$ cat config.mk
export PLATFORM = sky130hd
export DESIGN_NAME = hostcmd_front
export DESIGN_NICKNAME = d
export VERILOG_FILES = /design/src/rtl/hostcmd_pkg.sv /design/src/rtl/hostcmd_attn_dec.sv /design/src/rtl/hostcmd_collect.sv /design/src/rtl/hostcmd_timer.sv /design/src/rtl/hostcmd_front.sv
export SDC_FILE = /design/constraint.sdc
export NUM_CORES = 1
export LEC_CHECK = 0
export ABC_AREA = 1
export BUFFER_PORTS_ARGS = -buffer_cell sky130_fd_sc_hd__buf_2
export CORE_ASPECT_RATIO = 0.75
export CORE_MARGIN = 2
export CORE_UTILIZATION = 56
export CTS_BUF_LIST = sky130_fd_sc_hd__clkbuf_16
export DETAILED_ROUTE_END_ITERATION = 7
export PLACE_DENSITY_LB_ADDON = 0.1
export SKIP_CTS_REPAIR_TIMING = 1
export SLEW_MARGIN = 20
export SYNTH_ARGS = -nofsm -noshare
export SYNTH_HDL_FRONTEND = slang
export SYNTH_SLANG_ARGS = --single-unit
$ cat constraint.sdc
create_clock -name clk -period 5.4 [get_ports clk]
set_input_delay 0.81 -clock clk [delete_from_list [all_inputs] [get_ports clk]]
set_output_delay 0.81 -clock clk [all_outputs]
set_load 0.02 [all_outputs]
$ cat src/rtl/hostcmd_pkg.sv
package hostcmd_pkg;

    localparam int WORD_W  = 16;
    localparam int N_LONG  = 4;
    localparam int N_SHORT = 2;
    localparam int LEN_BIT = 14;
    localparam int DEV_W   = 3;
    localparam int CODE_W  = 5;
    localparam int DEV_LSB = 5;

    localparam logic [DEV_W-1:0] DEV_ADAPTER = 3'd7;
    localparam logic [DEV_W-1:0] DEV_DRIVE0  = 3'd0;
    localparam logic [DEV_W-1:0] DEV_DRIVE1  = 3'd1;

    typedef enum logic [1:0] {
        REQ_NONE  = 2'd0,
        REQ_CMD   = 2'd1,
        REQ_EOI   = 2'd2,
        REQ_RESET = 2'd3
    } req_e;

    typedef enum logic [2:0] {
        ERR_NONE     = 3'd0,
        ERR_OVERLAP  = 3'd1,
        ERR_MISMATCH = 3'd2,
        ERR_EXTRA    = 3'd3,
        ERR_BADATTN  = 3'd4
    } err_e;

    typedef struct packed {
        logic             ok;
        req_e             req;
        logic [DEV_W-1:0] dev;
    } attn_t;

    function automatic logic dev_known(input logic [DEV_W-1:0] d);
        return (d == DEV_ADAPTER) || (d == DEV_DRIVE0) || (d == DEV_DRIVE1);
    endfunction

endpackage

$ cat src/rtl/hostcmd_attn_dec.sv
module hostcmd_attn_dec
    import hostcmd_pkg::*;
(
    input  logic [7:0] byte_in,
    output attn_t      attn
);
    logic [DEV_W-1:0] tgt;
    logic [3:0]       code;

    assign tgt  = byte_in[7:5];
    assign code = byte_in[3:0];

    always_comb begin
        attn.dev = tgt;
        attn.req = REQ_NONE;
        case (code)
            4'd1:    attn.req = REQ_CMD;
            4'd2:    attn.req = REQ_EOI;
            4'd4:    attn.req = REQ_RESET;
            default: attn.req = REQ_NONE;
        endcase
        attn.ok = dev_known(tgt) && !byte_in[4] && (attn.req != REQ_NONE)
                  && !((attn.req == REQ_RESET) && (tgt != DEV_ADAPTER));
    end
endmodule

$ cat src/rtl/hostcmd_collect.sv
module hostcmd_collect
    import hostcmd_pkg::*;
#(
    parameter int W      = WORD_W,
    parameter int NL     = N_LONG,
    parameter int NS     = N_SHORT,
    parameter int LBIT   = LEN_BIT
) (
    input  logic              clk,
    input  logic              rst,
    input  logic              open,
    input  logic              abort,
    input  logic              wr,
    input  logic [W-1:0]      wdata,
    output logic              active,
    output logic              last,
    output logic [NL*W-1:0]   words,
    output logic [DEV_W-1:0]  w0_dev,
    output logic [CODE_W-1:0] w0_code
);
    localparam int PW = $clog2(NL);

    logic [W-1:0]  slot [NL];
    logic [PW-1:0] pos;
    logic          long_form;

    assign long_form = (pos == '0) ? wdata[LBIT] : slot[0][LBIT];
    assign last      = active && wr &&
                       (pos == (long_form ? PW'(NL - 1) : PW'(NS - 1)));
    assign w0_dev    = slot[0][DEV_LSB +: DEV_W];
    assign w0_code   = slot[0][CODE_W-1:0];

    for (genvar i = 0; i < NL; i++) begin : g_out
        assign words[i*W +: W] = slot[i];
    end

    always_ff @(posedge clk) begin
        if (rst) begin
            active <= 1'b0;
            pos    <= '0;
            for (int i = 0; i < NL; i++) slot[i] <= '0;
        end else if (abort) begin
            active <= 1'b0;
        end else if (open) begin
            active <= 1'b1;
            pos    <= '0;
            for (int i = 0; i < NL; i++) slot[i] <= '0;
        end else if (wr && active) begin
            slot[pos] <= wdata;
            pos       <= pos + 1'b1;
            if (last) active <= 1'b0;
        end
    end
endmodule

$ cat src/rtl/hostcmd_timer.sv
module hostcmd_timer #(
    parameter int CMD_DELAY = 2000,
    parameter int RST_MULT  = 50
) (
    input  logic clk,
    input  logic rst,
    input  logic start_cmd,
    input  logic start_rst,
    output logic pend_cmd,
    output logic exp_cmd,
    output logic exp_rst,
    output logic done_cmd,
    output logic done_rst
);
    localparam int RST_CYC = CMD_DELAY * RST_MULT;
    localparam int CW      = $clog2(RST_CYC + 1);

    logic          active;
    logic          is_rst;
    logic [CW-1:0] cnt;
    logic          exp_any;

    assign exp_any  = active && (cnt == CW'(1));
    assign exp_cmd  = exp_any && !is_rst;
    assign exp_rst  = exp_any && is_rst;
    assign pend_cmd = active && !is_rst;

    always_ff @(posedge clk) begin
        if (rst) begin
            active   <= 1'b0;
            is_rst   <= 1'b0;
            cnt      <= '0;
            done_cmd <= 1'b0;
            done_rst <= 1'b0;
        end else begin
            done_cmd <= 1'b0;
            done_rst <= 1'b0;
            if (start_rst) begin
                active <= 1'b1;
                is_rst <= 1'b1;
                cnt    <= CW'(RST_CYC);
            end else if (start_cmd) begin
                active <= 1'b1;
                is_rst <= 1'b0;
                cnt    <= CW'(CMD_DELAY);
            end else if (exp_any) begin
                active   <= 1'b0;
                done_cmd <= !is_rst;
                done_rst <= is_rst;
            end else if (active) begin
                cnt <= cnt - 1'b1;
            end
        end
    end
endmodule

$ cat src/rtl/hostcmd_front.sv
module hostcmd_front
    import hostcmd_pkg::*;
#(
    parameter int CMD_DELAY = 2000,
    parameter int RST_MULT  = 50
) (
    input  logic                 clk,
    input  logic                 rst,
    input  logic                 ctrl_we,
    input  logic [7:0]           ctrl_wdata,
    input  logic                 attn_we,
    input  logic [7:0]           attn_wdata,
    input  logic                 cir_we,
    input  logic [WORD_W-1:0]    cir_wdata,
    output logic [7:0]           ctrl_q,
    output logic                 busy,
    output logic                 collecting,
    output logic [DEV_W-1:0]     cmd_dev,
    output logic [CODE_W-1:0]    cmd_code,
    output logic [N_LONG*WORD_W-1:0] cmd_words,
    output logic                 cmd_start,
    output logic                 eoi_pulse,
    output logic [DEV_W-1:0]     eoi_dev,
    output logic                 reset_done,
    output logic                 err_pulse,
    output logic [2:0]           err_code
);
    attn_t             attn;
    logic              coll_last;
    logic [DEV_W-1:0]  w0_dev;
    logic [CODE_W-1:0] w0_code;
    logic              pend_cmd, exp_cmd, exp_rst;
    logic              ev_rst, a_cmd, open, accept, reject;
    logic              busy_n;
    err_e              err_n;

    hostcmd_attn_dec u_dec (
        .byte_in (attn_wdata),
        .attn    (attn)
    );

    hostcmd_collect u_coll (
        .clk     (clk),
        .rst     (rst),
        .open    (open),
        .abort   (ev_rst),
        .wr      (cir_we),
        .wdata   (cir_wdata),
        .active  (collecting),
        .last    (coll_last),
        .words   (cmd_words),
        .w0_dev  (w0_dev),
        .w0_code (w0_code)
    );

    hostcmd_timer #(.CMD_DELAY(CMD_DELAY), .RST_MULT(RST_MULT)) u_tmr (
        .clk       (clk),
        .rst       (rst),
        .start_cmd (accept),
        .start_rst (ev_rst),
        .pend_cmd  (pend_cmd),
        .exp_cmd   (exp_cmd),
        .exp_rst   (exp_rst),
        .done_cmd  (cmd_start),
        .done_rst  (reset_done)
    );

    always_comb begin
        ev_rst = (ctrl_we && ctrl_q[7] && !ctrl_wdata[7]) ||
                 (attn_we && attn.ok && (attn.req == REQ_RESET));
        a_cmd  = attn_we && attn.ok && (attn.req == REQ_CMD);
        open   = a_cmd && !collecting && !ev_rst;
        accept = coll_last && (w0_dev == cmd_dev) && !ev_rst;
        reject = coll_last && (w0_dev != cmd_dev);

        err_n = ERR_NONE;
        if (attn_we && !attn.ok)           err_n = ERR_BADATTN;
        else if (a_cmd && collecting)      err_n = ERR_OVERLAP;
        else if (reject)                   err_n = ERR_MISMATCH;
        else if (cir_we && !collecting)    err_n = ERR_EXTRA;

        busy_n = busy;
        if (exp_cmd || exp_rst) busy_n = collecting;
        if (reject)             busy_n = pend_cmd && !exp_cmd;
        if (open || accept || ev_rst) busy_n = 1'b1;
    end

    always_ff @(posedge clk) begin
        if (rst) begin
            ctrl_q    <= '0;
            busy      <= 1'b0;
            cmd_dev   <= '0;
            cmd_code  <= '0;
            eoi_pulse <= 1'b0;
            eoi_dev   <= '0;
            err_pulse <= 1'b0;
            err_code  <= ERR_NONE;
        end else begin
            busy      <= busy_n;
            err_pulse <= (err_n != ERR_NONE);
            err_code  <= err_n;
            eoi_pulse <= attn_we && attn.ok && (attn.req == REQ_EOI);
            if (attn_we && attn.ok && (attn.req == REQ_EOI)) eoi_dev <= attn.dev;
            if (ctrl_we) ctrl_q   <= ctrl_wdata;
            if (open)    cmd_dev  <= attn.dev;
            if (accept)  cmd_code <= w0_code;
        end
    end
endmodule

Word level (Yosys, flattened, before mapping) --
Memories as Yosys holds them, arrays and structs flattened. Index checks and enable logic that the tools add are counted.
Storage, ports and cells: memories kept 1, output and inout port bits 92, logic and storage cells 142, bits of input ports 37, register bits 49, RAM bits 64
Memory list:
- u_coll.slot | words 4, width 16, rd ports 4, clocked after memory_dff 0, write ports 4, RTL line hostcmd_collect.sv:23 | logic [W-1:0] slot [NL];
Operators by class: bitwise logic cells 6, eq/ne operators 15, add/sub/neg operators 2, multiplexer cells 42, reductions and logical operators 59
Operators by type and width (number):
- two-way mux 16 bit | 5
- two-way mux 17 bit | 4
- logical AND 1 bit | 25
- two-way mux 1 bit | 24
- == test 17 x 1 -> 1 bit, second input constant | 1
- subtractor 17 x 1 -> 17 bit, second input constant | 1
- OR reduction 16 bit | 1
- two-way mux 2 bit | 7
- nonzero test 3 bit | 4
- AND reduction 2 bit | 5
- nonzero test 2 bit | 5
- zero test 1 bit | 8
- logical OR 1 bit | 6
- != test 3 bit, second input constant | 2
- case mux 2 bit (3 select lines) | 1
- == test 2 bit, second input constant | 2
- == test 4 x 1 -> 1 bit, second input constant | 1
- == test 4 x 2 -> 1 bit, second input constant | 1
- == test 4 x 3 -> 1 bit, second input constant | 1
- bitwise OR 1 bit | 4
- OR reduction 4 bit | 1
- == test 3 x 1 -> 1 bit, second input constant | 1
- == test 3 bit | 1
- == test 3 bit, second input constant | 1
- 11 further kinds | 12

Longest topological paths before layout --
depth after elaboration 17, depth in mapped cells 13, depth with buffers taken out 13

Cells and area by module --
Synthesis repeated with hierarchy kept, for this count alone.
Unflattened totals: cells, all modules 583, area total of the unflattened synthesis 5142.4 sq um
Modules (own cells, without submodules):
- hostcmd_collect | instances 1, cells an instance 200, area each 2617.5 sq um, sequential area each 1981.9 sq um
- hostcmd_timer | instances 1, cells an instance 200, area each 1302.5 sq um, sequential area each 420.4 sq um
- hostcmd_front | instances 1, cells an instance 160, area each 1114.8 sq um, sequential area each 500.5 sq um
- hostcmd_attn_dec | instances 1, cells an instance 23, area each 107.6 sq um, sequential area each 0.0 sq um

Worst setup path before layout --
Ideal clock, no wire load.
path type input -> register, start input attn_wdata[0], end memory u_coll.slot[0][0] (netlist bit), enable pin, setup time 0.411 ns, data arrival time 2.818 ns, path slack 2.171 ns, stages on the path 10, required time 4.989 ns, buffers on the path 1, path through nor2_1 -> nand2_2 -> nand2_2 -> a21oi_2 -> nand4_2 -> nand2_4 -> nor2_4 -> nand2_2 -> buf_4 -> o21ai_0
RTL lines:
- start: declaration | RTL line hostcmd_front.sv:12 | input logic [7:0] attn_wdata,
- end: declaration | RTL line hostcmd_collect.sv:23

==> out/qor.yml <==
finalCritPeriodShare_pct: 55.2
min_path_type: "reg2reg"
nets: 678
core_area_sq_um: 8420
clockRootBuffer: "clkbuf_16"
p_per_area_nw_per_um2: 376
path_max_fanout: 29
hold_viol_final: 0
die_w_microns: 111
htreeDepth: 4
finalClockSkew_ns: 0.00571
cpPeakStageDelay_ns: 0.68
ys.flop_type: "edfxtp_1"
cts.sinks: 113
netlist_top_cells_area: "edfxtp_1 40%, dfxtp_1 20%, nor2_1 7.3%"
grt_usage_pct: 25.4
worstMarginPinSlew_ns: 0.737
syn-cell-area_sq_um: 4820
syn2layout_area_growth_pct: 28.4
antenna_found_initial: 0
rsz0062_at_grt: "no"
status: "finished clean"
peakVddDrop_v: 0.000211
yosysUniqueCellTypes: 35
drive_gt1_share_pct: 31.0
viasPerCell: 5.24
start_util_pct: 57.2
fin_setup_tns_ns: 0
drt-pass1-iter-count: 5
post_drt_wl_per_cell_microns: 15.0
drcViolationCount: 0
gp_congestion: 0.878
ys_seq_area_share_pct: 60.2
overflow: 0
synthArstFlopShare_pct: 0
crit_slowest_cell: "o21ai_1"
synth_enable_flop_cells: 64
multiInputGateArea_sq_um: 1620
start_kind: "input pin"
period_minus_slack_ns: 2.98
postLayoutCoreUtil_pct: 73.5
setup-violations-final: 0
vias: 3964
ios: 129
ant_nets: 0
clkTransAtPathRegs_ns: 0.05
yosys_warnings: 0
final_cells: 756
clk_path_buf_depth: 2
max_freq_mhz: 335
grt_max_degree: 41
path_class: "in2reg"
crit_path_cell_trace: "buf_2 -> inv_1 -> nand2_2 -> o21ai_1 -> buf_4"
rows: 29
dpl.hpwl_microns: 7600
whs_ns: 0.460
maxCapViolCount: 0
numPlacedInstances: 724
seqCellArea_sq_um: 2900
drt-initial-drc-count: 309
crit_arrival_ns: 3.09
synth_cells: 497
fill_cells: 605
final_cell_area_sq_um: 6190
grt_first_pass_wirelength_microns: 18700
cts-buffers-inserted: 17
clk_latency_ns: 0.40
synth_area_leader_cell: "edfxtp_1"
die_area_sq_um: 9370
diodes: 0
p_leak_uw: 0.00282
post_dp_cell_area_sq_um: 5560
routed_wirelength_microns: 11300
avgSynthCellArea_sq_um: 9.69
crit_path_end_kind: "flop"
numPortBuffers: 128
grt_pass1_vias: 3871
required_ns: 5.50
die_h_microns: 84.3
synth_top_cell_area_share_pct: 39.9
drv_slew: 0
slew_headroom_pct: 50.8
synthesis.nets: 540
tritoncts: "yes"
ys_ff_latch: 113
==> critical path, delay by kind of cell <==
kind / cells / cell delay [ns]
buffers and inverters: 3 / 1.06
AND/OR/NAND/NOR: 1 / 0.53
AO/OA/AOI/OAI: 1 / 0.68
==> cells by family after synthesis <==
family,synth area share (%)
and+or+nand+nor,25.2
DFF,60.2
buffers and inverters,6.23
AOI/OAI and AO/OA,4.54
xor gates and xnor gates,2.18
adders and majority gates,1.56
==> worst paths after layout <==
check / from / endpoint / slack, ns / depth (start not counted)
max: rst / u_coll.slot[0][4] / 2.42 / 5
min reg2reg: u_tmr.cnt[1] / u_tmr.cnt[1] / 0.46 / 2
min: u_tmr.cnt[1] / u_tmr.cnt[1] / 0.46 / 2
max reg2reg: u_coll.pos[0] / u_tmr.done_rst / 2.86 / 11
==> state kept, by name (all words and copies together) (netlist names) <==
signal	flops
eoi_pulse	1
u_tmr.done_cmd	1
u_coll.pos	2
cmd_code	5
u_tmr.done_rst	1
cmd_dev	3
u_tmr.is_rst	1
ctrl_q	8
u_tmr.cnt	17
u_coll.slot	64
u_coll.active	1
u_tmr.active	1
eoi_dev	3
busy	1
err_code	3
err_pulse	1
==> power breakdown <==
part	internal, uW	total [uW]	switching [uW]
logic	60.1	182	121
registers	938	955	17.6
clock network	778	1190	411
==> Yosys cell counts (all sizes together), types with 2 or more instances <==
| cell type | number |
|---|---|
| clkbuf | 7 |
| o21ai | 28 |
| edfxtp | 64 |
| xnor2 | 5 |
| inv | 56 |
| nor2 | 97 |
| or2 | 2 |
| nand2 | 62 |
| nor3 | 68 |
| buf | 7 |
| ha | 6 |
| a31oi | 2 |
| a21oi | 11 |
| nand3 | 14 |
| xor2 | 7 |
| dfxtp | 49 |
| clkinv | 3 |
| nand4 | 5 |
==> per-layer routing <==
metal / global-route usage (%) / vias to the layer above / share of wire (%)
met4: 10.7 / 0 / 2.0
li1: - / 1933 / -
met1: 34.0 / 1804 / 43
met5: 0 / - / 0
met3: 8.23 / 29 / 9.9
met2: 38.6 / 198 / 45
==> per-stage QoR <==
| step | setup WS, ns | total power, uW |
|---|---|---|
| 2_1_floorplan | 2.17 | 1090 |
| 4_1_cts | 2.43 | 2330 |
| 3_5_place_dp | 2.02 | 1150 |
| 3_3_place_gp | 2.15 | 1150 |
| 6_report | 2.42 | 2330 |
| 5_1_grt | 2.20 | 2400 |
==> layout make-up <==
class | instances | area share [%]
Clock buffer | 17 | 6.87
Inverter | 59 | 3.62
Sequential cell | 113 | 46.9
Tap cell | 108 | 2.18
Clock inverter | 15 | 3.36
Multi-Input combinational cell | 311 | 26.1
Timing Repair Buffer | 133 | 11.0
==> cells in the final DEF, fill, tap and decap left out, types with 2 or more instances in the layout <==
| master | count |
|---|---|
| xor2_1 | 7 |
| nor2_1 | 94 |
| bufinv_16 | 4 |
| edfxtp_1 | 64 |
| dfxtp_1 | 49 |
| inv_1 | 53 |
| inv_2 | 2 |
| a21oi_1 | 10 |
| ha_1 | 6 |
| nand3_1 | 13 |
| nor3_2 | 20 |
| clkinvlp_4 | 3 |
| nand2_2 | 6 |
| inv_6 | 4 |
| nor3_1 | 48 |
| buf_2 | 128 |
| xnor2_1 | 5 |
| clkbuf_16 | 17 |
| buf_4 | 5 |
| nand4_1 | 4 |
| clkinv_1 | 4 |
| o21ai_0 | 24 |
| a31oi_1 | 2 |
| clkinv_4 | 3 |
| nand2_1 | 55 |
| nor2_2 | 2 |
| o21ai_1 | 4 |
No activity file was read; power rests on OpenSTA's default activity.
